==> src/rtl/prio_irq_pkg.sv <==
package prio_irq_pkg;
   typedef enum logic [2:0] {
      ST_IDLE      = 3'd0,
      ST_SAVE_PSR  = 3'd1,
      ST_SAVE_PC   = 3'd2,
      ST_FETCH_VEC = 3'd3,
      ST_LOAD_PC   = 3'd4,
      ST_RUN_ISR   = 3'd5
   } svc_state_e;
endpackage

==> src/rtl/prio_irq_pick.sv <==
module prio_irq_pick #(
   parameter int unsigned N_DEV        = 4,
   parameter int unsigned PRI_W        = 3,
   parameter int unsigned VEC_W        = 8,
   parameter bit          LOW_IDX_WINS = 1'b1,
   localparam int unsigned IDX_W       = (N_DEV > 1) ? $clog2(N_DEV) : 1
) (
   input  logic [N_DEV-1:0]       dev_en,
   input  logic [N_DEV-1:0]       dev_rdy,
   input  logic [N_DEV*PRI_W-1:0] dev_pri,
   input  logic [N_DEV*VEC_W-1:0] dev_vec,
   output logic                   win_valid,
   output logic [PRI_W-1:0]       win_pri,
   output logic [VEC_W-1:0]       win_vec,
   output logic [IDX_W-1:0]       win_idx
);
   logic [N_DEV-1:0] live;
   assign live = dev_en & dev_rdy;

   generate
      if (LOW_IDX_WINS) begin : g_low_wins
         // Scan upward; only a strictly higher level displaces the holder.
         always_comb begin
            win_valid = 1'b0;
            win_pri   = '0;
            win_idx   = '0;
            for (int i = 0; i < N_DEV; i++) begin
               if (live[i] && (!win_valid || dev_pri[i*PRI_W +: PRI_W] > win_pri)) begin
                  win_valid = 1'b1;
                  win_pri   = dev_pri[i*PRI_W +: PRI_W];
                  win_idx   = IDX_W'(i);
               end
            end
         end
      end else begin : g_high_wins
         // Scan upward; an equal level displaces the holder.
         always_comb begin
            win_valid = 1'b0;
            win_pri   = '0;
            win_idx   = '0;
            for (int i = 0; i < N_DEV; i++) begin
               if (live[i] && (!win_valid || dev_pri[i*PRI_W +: PRI_W] >= win_pri)) begin
                  win_valid = 1'b1;
                  win_pri   = dev_pri[i*PRI_W +: PRI_W];
                  win_idx   = IDX_W'(i);
               end
            end
         end
      end
   endgenerate

   assign win_vec = dev_vec[win_idx*VEC_W +: VEC_W];

   // a reported winner is permitted and ready
   always_comb begin
      if (win_valid) begin
         p_winner_live_r1: assert (dev_en[win_idx] && dev_rdy[win_idx]);
      end
   end
endmodule

==> src/rtl/prio_irq_svc.sv <==
module prio_irq_svc
   import prio_irq_pkg::*;
#(
   parameter int unsigned PRI_W    = 3,
   parameter int unsigned VEC_W    = 8,
   parameter int unsigned ADDR_W   = 16,
   parameter int unsigned DATA_W   = 16,
   parameter int unsigned TBL_BASE = 'h0100,
   parameter int unsigned SSP_INIT = 'h3000
) (
   input  logic              clk,
   input  logic              rst_n,
   input  logic              accept,
   input  logic [PRI_W-1:0]  win_pri,
   input  logic [VEC_W-1:0]  win_vec,
   input  logic [PRI_W-1:0]  cpu_pri,
   input  logic              cpu_sup,
   input  logic [ADDR_W-1:0] cpu_pc,
   input  logic [ADDR_W-1:0] cpu_sp,
   input  logic              mem_ack,
   input  logic [DATA_W-1:0] mem_rdata,
   input  logic              rti,
   output logic              idle,
   output logic              mem_req,
   output logic              mem_we,
   output logic [ADDR_W-1:0] mem_addr,
   output logic [DATA_W-1:0] mem_wdata,
   output logic              isr_load,
   output logic [ADDR_W-1:0] isr_pc,
   output logic              ctx_restore,
   output logic [ADDR_W-1:0] ret_pc,
   output logic [ADDR_W-1:0] ret_sp,
   output logic [PRI_W-1:0]  ret_pri,
   output logic              ret_sup,
   output logic [PRI_W-1:0]  act_pri,
   output logic              sup_mode
);
   localparam logic [ADDR_W-1:0] TBL_ADDR  = ADDR_W'(TBL_BASE);
   localparam logic [ADDR_W-1:0] STACK_TOP = ADDR_W'(SSP_INIT);
   localparam logic [ADDR_W-1:0] ONE       = ADDR_W'(1);

   svc_state_e        state_q;
   logic [VEC_W-1:0]  vec_q;
   logic [PRI_W-1:0]  sv_pri_q;
   logic              sv_sup_q;
   logic [ADDR_W-1:0] sv_pc_q;
   logic [ADDR_W-1:0] sv_sp_q;
   logic [ADDR_W-1:0] sp_q;
   logic [ADDR_W-1:0] isr_q;
   logic [DATA_W-1:0] psr_word;

   always_comb begin
      psr_word             = '0;
      psr_word[DATA_W-1]   = sv_sup_q;
      psr_word[PRI_W-1:0]  = sv_pri_q;
   end

   always_ff @(posedge clk or negedge rst_n) begin
      if (!rst_n) begin
         state_q  <= ST_IDLE;
         vec_q    <= '0;
         sv_pri_q <= '0;
         sv_sup_q <= 1'b0;
         sv_pc_q  <= '0;
         sv_sp_q  <= '0;
         sp_q     <= STACK_TOP;
         isr_q    <= '0;
         act_pri  <= '0;
         sup_mode <= 1'b0;
      end else begin
         unique case (state_q)
            ST_IDLE: begin
               if (accept) begin
                  vec_q    <= win_vec;
                  sv_pri_q <= cpu_pri;
                  sv_sup_q <= cpu_sup;
                  sv_pc_q  <= cpu_pc;
                  sv_sp_q  <= cpu_sp;
                  act_pri  <= win_pri;
                  sup_mode <= 1'b1;
                  state_q  <= ST_SAVE_PSR;
               end
            end
            ST_SAVE_PSR: begin
               if (mem_ack) begin
                  sp_q    <= sp_q - ONE;
                  state_q <= ST_SAVE_PC;
               end
            end
            ST_SAVE_PC: begin
               if (mem_ack) begin
                  sp_q    <= sp_q - ONE;
                  state_q <= ST_FETCH_VEC;
               end
            end
            ST_FETCH_VEC: begin
               if (mem_ack) begin
                  isr_q   <= mem_rdata[ADDR_W-1:0];
                  state_q <= ST_LOAD_PC;
               end
            end
            ST_LOAD_PC: begin
               state_q <= ST_RUN_ISR;
            end
            ST_RUN_ISR: begin
               if (rti) begin
                  sp_q     <= sp_q + ONE + ONE;
                  act_pri  <= sv_pri_q;
                  sup_mode <= sv_sup_q;
                  state_q  <= ST_IDLE;
               end
            end
            default: state_q <= ST_IDLE;
         endcase
      end
   end

   always_comb begin
      mem_req   = 1'b0;
      mem_we    = 1'b0;
      mem_addr  = '0;
      mem_wdata = '0;
      unique case (state_q)
         ST_SAVE_PSR: begin
            mem_req   = 1'b1;
            mem_we    = 1'b1;
            mem_addr  = sp_q - ONE;
            mem_wdata = psr_word;
         end
         ST_SAVE_PC: begin
            mem_req   = 1'b1;
            mem_we    = 1'b1;
            mem_addr  = sp_q - ONE;
            mem_wdata = DATA_W'(sv_pc_q);
         end
         ST_FETCH_VEC: begin
            mem_req   = 1'b1;
            mem_addr  = TBL_ADDR + ADDR_W'(vec_q);
         end
         default: ;
      endcase
   end

   assign idle        = (state_q == ST_IDLE);
   assign isr_load    = (state_q == ST_LOAD_PC);
   assign isr_pc      = isr_q;
   assign ctx_restore = (state_q == ST_RUN_ISR) && rti;
   assign ret_pc      = sv_pc_q;
   assign ret_sp      = sv_sp_q;
   assign ret_pri     = sv_pri_q;
   assign ret_sup     = sv_sup_q;

   // every non-idle state runs in supervisor state
   p_sup_in_svc_r6: assert property (@(posedge clk) disable iff (!rst_n)
      !idle |-> sup_mode);

   // the routine address is handed over right after a table read completes
   p_load_after_read_r7: assert property (@(posedge clk) disable iff (!rst_n)
      (mem_req && !mem_we && mem_ack) |=> (isr_load && isr_pc == $past(mem_rdata[ADDR_W-1:0])));

   // an unacknowledged memory step holds its request
   p_hold_step_r8: assert property (@(posedge clk) disable iff (!rst_n)
      (mem_req && !mem_ack) |=> (mem_req && $stable(mem_addr) && $stable(mem_we) && $stable(mem_wdata)));

   // a restore brings back the saved level and mode and ends the service
   p_restore_r10: assert property (@(posedge clk) disable iff (!rst_n)
      ctx_restore |=> (idle && act_pri == $past(ret_pri) && sup_mode == $past(ret_sup)));
endmodule

==> src/rtl/prio_irq_ctrl.sv <==
module prio_irq_ctrl #(
   parameter int unsigned N_DEV        = 4,
   parameter int unsigned PRI_W        = 3,
   parameter int unsigned VEC_W        = 8,
   parameter int unsigned ADDR_W       = 16,
   parameter int unsigned DATA_W       = 16,
   parameter int unsigned TBL_BASE     = 'h0100,
   parameter int unsigned SSP_INIT     = 'h3000,
   parameter bit          LOW_IDX_WINS = 1'b1
) (
   input  logic                   clk,
   input  logic                   rst_n,
   input  logic [N_DEV-1:0]       dev_en,
   input  logic [N_DEV-1:0]       dev_rdy,
   input  logic [N_DEV*PRI_W-1:0] dev_pri,
   input  logic [N_DEV*VEC_W-1:0] dev_vec,
   input  logic [PRI_W-1:0]       cpu_pri,
   input  logic                   cpu_sup,
   input  logic [ADDR_W-1:0]      cpu_pc,
   input  logic [ADDR_W-1:0]      cpu_sp,
   input  logic                   insn_done,
   input  logic                   irq_ack,
   output logic                   irq_req,
   output logic [VEC_W-1:0]       irq_vec,
   output logic                   mem_req,
   output logic                   mem_we,
   output logic [ADDR_W-1:0]      mem_addr,
   output logic [DATA_W-1:0]      mem_wdata,
   input  logic                   mem_ack,
   input  logic [DATA_W-1:0]      mem_rdata,
   output logic                   isr_load,
   output logic [ADDR_W-1:0]      isr_pc,
   input  logic                   rti,
   output logic                   ctx_restore,
   output logic [ADDR_W-1:0]      ret_pc,
   output logic [ADDR_W-1:0]      ret_sp,
   output logic [PRI_W-1:0]       ret_pri,
   output logic                   ret_sup,
   output logic [PRI_W-1:0]       act_pri,
   output logic                   sup_mode
);
   localparam int unsigned IDX_W = (N_DEV > 1) ? $clog2(N_DEV) : 1;

   generate
      if (N_DEV < 1) begin : g_chk_ndev
         $error("N_DEV must be at least 1");
      end
      if (PRI_W < 1 || PRI_W >= DATA_W) begin : g_chk_pri
         $error("PRI_W must be at least 1 and below DATA_W");
      end
      if (VEC_W > ADDR_W) begin : g_chk_vec
         $error("VEC_W must not exceed ADDR_W");
      end
      if (ADDR_W > DATA_W) begin : g_chk_addr
         $error("ADDR_W must not exceed DATA_W");
      end
   endgenerate

   logic             win_valid;
   logic [PRI_W-1:0] win_pri;
   logic [VEC_W-1:0] win_vec;
   logic [IDX_W-1:0] win_idx;
   logic             idle;
   logic             accept;

   prio_irq_pick #(
      .N_DEV        (N_DEV),
      .PRI_W        (PRI_W),
      .VEC_W        (VEC_W),
      .LOW_IDX_WINS (LOW_IDX_WINS)
   ) pick_i (
      .dev_en    (dev_en),
      .dev_rdy   (dev_rdy),
      .dev_pri   (dev_pri),
      .dev_vec   (dev_vec),
      .win_valid (win_valid),
      .win_pri   (win_pri),
      .win_vec   (win_vec),
      .win_idx   (win_idx)
   );

   assign irq_req = idle && insn_done && win_valid && (win_pri > cpu_pri);
   assign irq_vec = win_vec;
   assign accept  = irq_req && irq_ack;

   prio_irq_svc #(
      .PRI_W    (PRI_W),
      .VEC_W    (VEC_W),
      .ADDR_W   (ADDR_W),
      .DATA_W   (DATA_W),
      .TBL_BASE (TBL_BASE),
      .SSP_INIT (SSP_INIT)
   ) svc_i (
      .clk         (clk),
      .rst_n       (rst_n),
      .accept      (accept),
      .win_pri     (win_pri),
      .win_vec     (win_vec),
      .cpu_pri     (cpu_pri),
      .cpu_sup     (cpu_sup),
      .cpu_pc      (cpu_pc),
      .cpu_sp      (cpu_sp),
      .mem_ack     (mem_ack),
      .mem_rdata   (mem_rdata),
      .rti         (rti),
      .idle        (idle),
      .mem_req     (mem_req),
      .mem_we      (mem_we),
      .mem_addr    (mem_addr),
      .mem_wdata   (mem_wdata),
      .isr_load    (isr_load),
      .isr_pc      (isr_pc),
      .ctx_restore (ctx_restore),
      .ret_pc      (ret_pc),
      .ret_sp      (ret_sp),
      .ret_pri     (ret_pri),
      .ret_sup     (ret_sup),
      .act_pri     (act_pri),
      .sup_mode    (sup_mode)
   );

   // no request is raised while a service runs
   p_quiet_busy_r9: assert property (@(posedge clk) disable iff (!rst_n)
      !idle |-> !irq_req);

   // an accepted request opens a stack write in supervisor state at the serviced level
   p_accept_opens_r5: assert property (@(posedge clk) disable iff (!rst_n)
      (irq_req && irq_ack) |=> (mem_req && mem_we && sup_mode && act_pri == $past(win_pri)));

   // the level handed over on acceptance is above the interrupted program's level
   p_strict_level_r3: assert property (@(posedge clk) disable iff (!rst_n)
      (irq_req && irq_ack) |=> (act_pri > ret_pri));
endmodule

==> config.mk <==
export PLATFORM = sky130hd
export DESIGN_NAME = prio_irq_ctrl
export DESIGN_NICKNAME = d
export VERILOG_FILES = /design/src/rtl/prio_irq_pkg.sv /design/src/rtl/prio_irq_pick.sv /design/src/rtl/prio_irq_svc.sv /design/src/rtl/prio_irq_ctrl.sv
export SDC_FILE = /design/constraint.sdc
export NUM_CORES = 1
export LEC_CHECK = 0
export ABC_AREA = 1
export BUFFER_PORTS_ARGS = -buffer_cell sky130_fd_sc_hd__buf_4
export CAP_MARGIN = 40
export CORE_UTILIZATION = 40
export CTS_CLUSTER_SIZE = 28
export DETAILED_ROUTE_END_ITERATION = 8
export GPL_ROUTABILITY_DRIVEN = 1
export GPL_TIMING_DRIVEN = 0
export PLACE_DENSITY = 0.68
export SLEW_MARGIN = 5
export SYNTH_ARGS = -nofsm -noshare
export SYNTH_HDL_FRONTEND = slang
export SYNTH_HIERARCHICAL = 1
export SYNTH_SLANG_ARGS = --single-unit
==> constraint.sdc <==
create_clock -name clk -period 7.77 [get_ports clk]
set_input_delay 0.777 -clock clk [delete_from_list [all_inputs] [get_ports clk]]
set_output_delay 0.777 -clock clk [all_outputs]
set_load 0.02 [all_outputs]
==> results.sh, run 1 <==
export IMPL_drv_cap=0
export IMPL_slowest_delay_ps=320
export IMPL_layout_min_cycle_time_ps=6080
export IMPL_seq_area_mm2=0.00208
export IMPL_final_setup_tns_ps=0
export IMPL_slowest_stage="ha_1"
export IMPL_fin_nets=1125
export IMPL_cts_made_buffers=9
export IMPL_post_place_ws_ps=1560
export IMPL_clk_latency_ps=340
export IMPL_drt_iter0_drc=303
export IMPL_area_delta_synth_final_pct=39.4
export IMPL_synth_top_area_cell="dfrtp_1"
export IMPL_setup_viol=0
export IMPL_end_kind="output port"
export IMPL_firstDrtPassIters=5
export IMPL_multi_input_area_mm2=0.00281
export IMPL_grt_use_total_pct=23.4
export IMPL_grt_setup_unrepaired="false"
export IMPL_peakVddDrop_v=0.000199
export IMPL_io_buffers=210
export IMPL_ys_warn_count=6
export IMPL_routed_via_density=4.75
export IMPL_finalPower_mw=2.88
export IMPL_ctsHoldBuffers=0
export IMPL_die_y_um=118
export IMPL_synthCells=777
export IMPL_grt_overflow_total=0
export IMPL_nFillCells=1302
export IMPL_ys_types=38
export IMPL_antenna_found_initial=0
export IMPL_path_max_fanout=10
export IMPL_slew_limit_headroom_pct=61.5
export IMPL_clock_skew_ps=8.55
export IMPL_power_density_mw_per_mm2=383
export IMPL_worstSetupPathType="primary input to output port"
export IMPL_die_x_um=118
export IMPL_slew_viol_final=0
export IMPL_grt_pass1_vias=5365
export IMPL_ant_nets=0
export IMPL_hold_class="primary input to async pin"
export IMPL_max_freq_mhz=165
export IMPL_clk_pin_slew_ps=60
export IMPL_finalCritPeriodShare_pct=78.2
export IMPL_synth_area_leaders="dfrtp_1, nand2_1, inv_1"
export IMPL_syn_nets=903
export IMPL_syn_area_per_cell_um2=6.94
export IMPL_drt_total_wl_mm=15.8
export IMPL_start_kind="primary input"
export IMPL_layout_setup_ws_ps=1690
export IMPL_p_leak_nw=4.20
export IMPL_start_util_pct=40.9
export IMPL_drive_gt1_share_pct=27.7
export IMPL_final_cell_mix="nand2_1, buf_4, inv_1, dfrtp_1, nor2_1"
export IMPL_drc=0
export IMPL_place_gp_congestion=0.837
export IMPL_cts_sinks=83
export IMPL_final_common_cell="nand2_1"
export IMPL_wire_per_inst_um=13.4
export IMPL_status="completed"
export IMPL_htree_levels=3
export IMPL_pin_count=211
export IMPL_dp_hpwl_mm=12.0
export IMPL_num_rows=42
export IMPL_clock_tree_buffer_depth=2
export IMPL_vias=5600
export IMPL_cts_tree="built"
export IMPL_critPathArrivalTime_ps=5300
export IMPL_ys_seq_elements=83
export IMPL_post_cts_resized=0
export IMPL_core_area_mm2=0.0132
export IMPL_hold_violations=0
export IMPL_post_cts_buffers=0
export IMPL_worst_slew_pin_slew_ps=578
export IMPL_grt_pass1_wl_mm=25.8
export IMPL_die_area_mm2=0.0140
export IMPL_cp_common_cell="nand2_1"
export IMPL_netlist_area_mm2=0.00539
export IMPL_clockRootBuffer="clkbuf_16"
export IMPL_synth_top_area_share_pct=37.6
export IMPL_required_ps=6990
export IMPL_seq_area_frac_synth_pct=38.6
export IMPL_diodes=0
export IMPL_grt_start_max_net_pins=49
export IMPL_post_route_util_pct=57.0
## report_power, final
group | internal, mW | leakage (nW) | switching [mW]
logic | 0.651 | 3.05 | 1.03
registers | 0.634 | 1.01 | 0.132
clock network | 0.260 | 0.147 | 0.181
## state kept, by name (all words and copies together) (netlist names)
register,count
svc_i/sp_q,16
svc_i/ret_pc,16
svc_i/act_pri,3
svc_i/vec_q,8
svc_i/ret_sp,16
svc_i/ret_sup,1
svc_i/ret_pri,3
svc_i/isr_pc,16
svc_i/sup_mode,1
svc_i/state_q,3
## per-layer routing
layer	up-vias	wire [um]	GRT usage (%)
met5	-	0	0
met4	0	297	7.77
met3	22	990	4.89
met2	160	7670	40.3
met1	2548	6850	29.0
li1	2870	-	-
## path summary, 6_finish.rpt
kind	cells after the start	endpoint	from	slack, ps
max	38	irq_req	dev_en[0]	1690
min	1	svc_i/sp_q[15]$_DFFE_PN0P_	rst_n	410
max reg2reg	11	svc_i/ret_pc[2]$_DFFE_PN0P_	svc_i/state_q[0]$_DFFE_PN0P_	5470
min reg2reg	2	svc_i/vec_q[4]$_DFFE_PN0P_	svc_i/vec_q[4]$_DFFE_PN0P_	480
max in group asynchronous	2	svc_i/ret_pc[15]$_DFFE_PN0P_	rst_n	6730
min in group clk	2	svc_i/vec_q[4]$_DFFE_PN0P_	svc_i/vec_q[4]$_DFFE_PN0P_	480
## cells by family after synthesis
| group | Yosys count | synth area share, % |
|---|---|---|
| xor gates and xnor gates | 10 | 1.62 |
| DFF | 83 | 38.6 |
| adders and majority gates | 16 | 3.71 |
| muxes | 16 | 3.34 |
| AOI/OAI and AO/OA | 65 | 6.84 |
| buffers and inverters | 126 | 9.42 |
| and+or+nand+nor | 461 | 36.5 |
## critical path, delay by kind of cell
| kind | cells | cell delay, ps |
|---|---|---|
| simple gates | 24 | 2110 |
| compound gates | 3 | 430 |
| buf+inv | 7 | 710 |
| fa+ha+maj | 4 | 1240 |
## final cells by class
| class | count | area share [%] |
|---|---|---|
| inverter | 102 | 5.09 |
| buffer | 24 | 1.66 |
| multi-input combinational | 568 | 37.3 |
| clock buffer | 11 | 3.23 |
| timing repair buffer | 211 | 21.3 |
| sequential | 83 | 27.7 |
| clock inverter | 5 | 0.799 |
| tap | 176 | 2.93 |
## metrics by stage
step	instance area, um^2	hold WS, ps	std cells
2_1_floorplan	5390	449	777
3_3_place_gp	7190	464	1163
3_5_place_dp	7220	467	1164
4_1_cts	7520	426	1180
5_1_grt	7520	452	1180
6_report	7520	413	1180
## synthesized netlist by cell type
library cell	instances
dfrtp_1	81
nor2_2	1
xor2_1	8
o21a_1	1
o21ai_0	31
o211ai_1	1
mux2_1	7
a21oi_4	1
nand2_8	2
inv_1	92
clkinv_1	1
buf_4	1
nand2_4	5
nand3b_1	10
a22oi_1	1
clkbuf_1	10
mux2_2	9
nand4_1	6
buf_1	1
ha_1	16
buf_2	10
o21ai_1	7
dfstp_2	2
inv_2	9
nand3_1	55
xnor2_1	2
a22o_1	4
or2_1	2
nor2_1	75
buf_6	1
and2_1	1
nand2_2	7
o22ai_1	5
nand3_2	3
a31oi_1	3
a21oi_1	11
nand2_1	294
buf_8	1
(Power assumes the default switching activity.)
==> run 2, diff against run 1 <==
PLACE_DENSITY = 0.7   (was 0.68)
clock period = 5 ns   (was 7.77 ns; I/O delays follow)
==> run 2 against run 1 <==
Non-clock buffer count increased by 16. Critical path depth decreased by 1. Design area increased by 5.1%. Clock skew increased by 2.1 ps. Sequential cell count unchanged. Sequential power increased by 56%. Global-route usage increased by 0.82 points. Register-to-register slack got worse by 2600 ps. Highest routed layer unchanged.
==> results.sh, run 2 (synthesis gave the netlist of run 1 again) <==
export IMPL_antenna_found_initial=0
export IMPL_drt_total_wl_mm=16.7
export IMPL_required_ps=4500
export IMPL_setup_viol=0
export IMPL_critPathArrivalTime_ps=4350
export IMPL_final_cell_mix="nand2_1, buf_4, inv_1, dfrtp_1, nor2_1"
export IMPL_vias=5792
export IMPL_slew_viol_final=0
export IMPL_grt_pass1_wl_mm=26.9
export IMPL_clk_latency_ps=350
export IMPL_cts_made_buffers=9
export IMPL_firstDrtPassIters=8
export IMPL_post_place_ws_ps=-951
export IMPL_p_leak_nw=4.34
export IMPL_dpl_cell_count=1164
export IMPL_clk_pin_slew_ps=70
export IMPL_layout_setup_ws_ps=145
export IMPL_wire_per_inst_um=14.0
export IMPL_die_area_mm2=0.0140
export IMPL_peakVddDrop_v=0.000412
export IMPL_grt_pass1_vias=5401
export IMPL_cp_common_cell="nand2_1"
export IMPL_nFillCells=1249
export IMPL_drt_iter0_drc=264
export IMPL_io_buffers=210
export IMPL_worstSetupPathType="primary input to output port"
export IMPL_drive_gt1_share_pct=32.9
export IMPL_grt_overflow_total=0
export IMPL_dp_hpwl_mm=12.2
export IMPL_stdcell_count=1196
export IMPL_worst_slew_pin_slew_ps=601
export IMPL_hold_violations=0
export IMPL_layout_min_cycle_time_ps=4850
export IMPL_start_kind="primary input"
export IMPL_diodes=0
export IMPL_slowest_stage="ha_4"
export IMPL_worstReg2RegEnd="svc_i/ret_pri[1]$_DFFE_PN0P_"
export IMPL_routed_via_density=4.84
export IMPL_htree_levels=3
export IMPL_reg2regPathDepth=11
export IMPL_status="completed"
export IMPL_drv_cap=0
export IMPL_ctsHoldBuffers=0
export IMPL_slowest_delay_ps=300
export IMPL_core_area_mm2=0.0132
export IMPL_end_kind="output port"
export IMPL_die_y_um=118
export IMPL_die_x_um=118
export IMPL_power_density_mw_per_mm2=579
export IMPL_hold_class="primary input to async pin"
export IMPL_cts_sinks=83
export IMPL_grt_use_total_pct=24.2
export IMPL_final_common_cell="nand2_1"
export IMPL_r2r_start="svc_i/state_q[0]$_DFFE_PN0P_"
export IMPL_start_util_pct=40.9
export IMPL_fin_nets=1141
export IMPL_grt_start_max_net_pins=54
export IMPL_max_freq_mhz=206
export IMPL_area_delta_synth_final_pct=46.5
export IMPL_place_gp_congestion=0.863
export IMPL_ant_nets=0
export IMPL_placed_area_mm2=0.00722
export IMPL_cts_tree="built"
export IMPL_num_rows=42
export IMPL_pin_count=211
export IMPL_clock_skew_ps=10.7
export IMPL_clock_tree_buffer_depth=2
export IMPL_slew_limit_headroom_pct=59.9
export IMPL_drc=0
export IMPL_finalCritPeriodShare_pct=97.1
export IMPL_path_max_fanout=7
export IMPL_reg2reg_slack_ps=2900
export IMPL_fin_area_mm2=0.00790
export IMPL_clockRootBuffer="clkbuf_16"
## run 2: changes by cell type in the layout (fill, tap and decap cells not counted), sizes merged
cell,delta
buf,+13
clkbuf,+2
inv,+1
## run 2: worst max-delay path by stage
stage               startpoint                            to  depth (start not counted)
global placement     dev_en[0]   svc_i/ret_pc[5]$_DFFE_PN0P_                         41
detailed placement   dev_en[0]   svc_i/ret_pc[9]$_DFFE_PN0P_                         41
floorplan            dev_en[0]  svc_i/ret_pc[10]$_DFFE_PN0P_                         40
CTS                  dev_en[0]                       irq_req                         39
global route        dev_rdy[0]                       irq_req                         37
finish              dev_rdy[0]                       irq_req                         37
## run 2: power by group
| part | switching, mW | leakage, nW | total [mW] | internal (mW) |
|---|---|---|---|---|
| Clock | 0.309 | 0.151 | 0.716 | 0.408 |
| Sequential | 0.209 | 1.01 | 1.19 | 0.984 |
| Combinational | 1.63 | 3.18 | 2.67 | 1.04 |
## run 2: per-stage QoR
stage / hold WS (ps) / utilization (%) / total power [mW] / TNS, ps
2_1_floorplan: 204 / - / 2.75 / 0
3_3_place_gp: 464 / 54.5 / 3.78 / -38680
3_5_place_dp: 471 / 54.7 / 3.82 / -40980
4_1_cts: 118 / 58.0 / 4.56 / 0
5_1_grt: 137 / 59.9 / 4.91 / -94.4
6_report: 107 / 59.9 / 4.58 / 0
## run 2: area by class of cell
class | count | area, um^2 | share of cell area (%)
Buffer | 23 | 130 | 1.65
Clock buffer | 10 | 239 | 3.02
Clock inverter | 6 | 71.3 | 0.902
Inverter | 102 | 388 | 4.91
Multi-Input combinational cell | 568 | 3040 | 38.5
Sequential cell | 83 | 2080 | 26.3
Tap cell | 176 | 220 | 2.79
Timing Repair Buffer | 228 | 1740 | 22.0
## run 2: per-layer routing
metal	track usage, %	vias to the layer above	routed length [um]
li1	-	2907	-
met1	30.8	2655	7240
met2	40.5	202	8080
met3	4.70	28	1050
met4	9.54	0	377
met5	0	-	0
## run 2: timing repair
item                       4_1_cts  5_1_grt
gates resized for setup         16       44
setup endpoints to repair       52       53
pin swaps                        5       20
setup buffers                    7       10
gates cloned                     0        0
## run 2: worst max-delay path: cells and delay by family
family / cells / cell delay [ps]
adder cells (fa/ha/maj): 4 / 970
AND/OR/NAND/NOR: 25 / 2190
AO/OA/AOI/OAI: 2 / 240
buffers and inverters: 6 / 440
==> run 3, diff against run 2 <==
GPL_TIMING_DRIVEN = not set   (was 0)
clock period = 4.44 ns   (was 5 ns; I/O delays follow)
==> run 3 against run 2 <==
The run now ends with negative setup slack left. Critical path depth down 1. Hold slack worse by 27 ps. Core utilization up 3.5 points. Setup slack worse by 360 ps. Cell count up 1.9%. Clock-buffer cell count unchanged. Sequential power up 15%. Via count up 0.67%. Routed wire length up 0.89%. Sequential share of layout area down 1.5 points. Sequential cell count unchanged. Clock power up 9.4%. Critical path type unchanged. Critical endpoint unchanged.
==> results.sh, run 3 (synthesis gave the netlist of run 1 again) <==
export IMPL_status="finished, violations left"
export IMPL_violations="negative setup slack"
export IMPL_ctsHoldBuffers=0
export IMPL_layout_min_cycle_time_ps=4660
export IMPL_core_area_mm2=0.0132
export IMPL_wire_per_inst_um=13.9
export IMPL_setup_viol=59
export IMPL_htree_levels=3
export IMPL_cts_tree="built"
export IMPL_drc=0
export IMPL_final_cell_mix="nand2_1, buf_4, inv_1, dfrtp_1, nor2_1"
export IMPL_place_gp_congestion=0.886
export IMPL_num_rows=42
export IMPL_die_y_um=118
export IMPL_clock_tree_buffer_depth=2
export IMPL_finalPower_mw=5.19
export IMPL_dp_hpwl_mm=12.0
export IMPL_reg2regPathDepth=10
export IMPL_path_max_fanout=6
export IMPL_routed_via_density=4.78
export IMPL_firstDrtPassIters=5
export IMPL_end_kind="output port"
export IMPL_slew_viol_final=0
export IMPL_cts_sinks=83
export IMPL_hold_class="primary input to async pin"
export IMPL_ant_nets=0
export IMPL_grt_pass1_wl_mm=26.3
export IMPL_layout_setup_ws_ps=-216
export IMPL_power_density_mw_per_mm2=620
export IMPL_required_ps=4000
export IMPL_worstReg2RegEnd="svc_i/sp_q[5]$_DFFE_PN0P_"
export IMPL_die_area_mm2=0.0140
export IMPL_start_kind="primary input"
export IMPL_finalCritPeriodShare_pct=105
export IMPL_drt_iter0_drc=355
export IMPL_r2r_start="svc_i/state_q[2]$_DFFE_PN0P_"
export IMPL_cts_made_buffers=9
export IMPL_cp_common_cell="nand2_4"
export IMPL_final_common_cell="nand2_1"
export IMPL_start_util_pct=40.9
export IMPL_drive_gt1_share_pct=37.7
export IMPL_grt_setup_unrepaired="true"
export IMPL_clockRootBuffer="clkbuf_16"
export IMPL_clk_latency_ps=340
export IMPL_vias=5831
export IMPL_slew_limit_headroom_pct=62.9
export IMPL_peakVddDrop_v=0.000417
export IMPL_clk_pin_slew_ps=70
export IMPL_drv_cap=0
export IMPL_antenna_found_initial=0
export IMPL_clock_skew_ps=7.71
export IMPL_diodes=0
export IMPL_grt_overflow_total=0
export IMPL_worst_slew_pin_slew_ps=556
export IMPL_critPathArrivalTime_ps=4210
export IMPL_reg2reg_slack_ps=2190
export IMPL_io_buffers=210
export IMPL_die_x_um=118
export IMPL_grt_use_total_pct=23.7
export IMPL_slowest_stage="or2_4"
export IMPL_grt_start_max_net_pins=45
export IMPL_worstSetupPathType="primary input to output port"
export IMPL_slowest_delay_ps=280
export IMPL_pin_count=211
export IMPL_drt_total_wl_mm=16.9
export IMPL_fin_nets=1164
export IMPL_hold_violations=0
export IMPL_max_freq_mhz=215
export IMPL_grt_pass1_vias=5536
export IMPL_holdWs_ps=80.0
export IMPL_area_delta_synth_final_pct=55.2
export IMPL_p_leak_nw=4.55
## run 3: cell count changes in the layout (fill, tap and decap cells not counted), moves of 4 or more
| cell | delta |
|---|---|
| buf_2 | -6 |
| buf_4 | +23 |
| buf_6 | +10 |
| buf_8 | +4 |
| clkbuf_1 | -8 |
| nand2_1 | -17 |
| nand2_2 | +14 |
| o21ai_0 | -7 |
| o21ai_1 | +7 |
## run 3: routing by layer
| layer | vias up | share of wire, % | track usage, % |
|---|---|---|---|
| met5 | - | 0 | 0 |
| met4 | 0 | 2.0 | 6.65 |
| met3 | 30 | 6.3 | 7.27 |
| met2 | 196 | 50 | 41.0 |
| met1 | 2664 | 41 | 28.1 |
| li1 | 2941 | - | - |
## run 3: worst max-delay path: cells and delay by family
| kind | cells | cell delay, ps |
|---|---|---|
| AOI/OAI and AO/OA | 2 | 240 |
| adders and majority gates | 4 | 880 |
| buffers and inverters | 5 | 360 |
| and+or+nand+nor | 25 | 2260 |
## run 3: report_power, final
part           switching, mW  internal (mW)
combinational           1.81           1.22
sequential             0.262           1.11
clock                  0.326          0.457
total                   2.40           2.79
## run 3: worst max-delay path by stage
stage	startpoint	endpoint	slack, ps	cells after the start
after floorplan	dev_en[0]	svc_i/ret_pc[10]$_DFFE_PN0P_	-130	40
after global placement	dev_en[0]	svc_i/state_q[0]$_DFFE_PN0P_	-180	39
after detailed placement	dev_en[0]	svc_i/ret_pc[13]$_DFFE_PN0P_	-300	40
after CTS	dev_en[0]	irq_req	2	37
after global routing	dev_pri[1]	irq_req	-370	35
final	dev_rdy[0]	irq_req	-220	36
## run 3: final cells by class
type	count	area, um^2
Tap cell	176	220
Clock buffer	10	239
Timing Repair Buffer	272	2200
Multi-Input combinational cell	569	3150
Inverter	102	400
Clock inverter	6	71.3
Fill cell	1188	4820
Timing Repair inverter	1	8.76
Sequential cell	83	2080
## run 3: what timing repair did
| action | 4_1_cts | 5_1_grt |
|---|---|---|
| pin swaps | 15 | 43 |
| buffers inserted | 18 | 11 |
| gates resized for setup | 10 | 86 |
| gates cloned | 0 | 5 |
| endpoints found under the setup margin | 2 | 60 |
## run 3: stage by stage
| stage | TNS (ps) | std cells | worst slack [ps] | area, um^2 | utilization (%) |
|---|---|---|---|---|---|
| final | -3540 | 1219 | -216 | 8370 | 63.5 |
| after CTS | 0 | 1205 | 2.32 | 7920 | 60.0 |
| after global routing | -15340 | 1219 | -374 | 8370 | 63.5 |
| after floorplan | -5370 | 777 | -130 | 5540 | - |
| after detailed placement | -13130 | 1171 | -299 | 7430 | 56.3 |
| after global placement | -7110 | 1171 | -181 | 7430 | 56.3 |
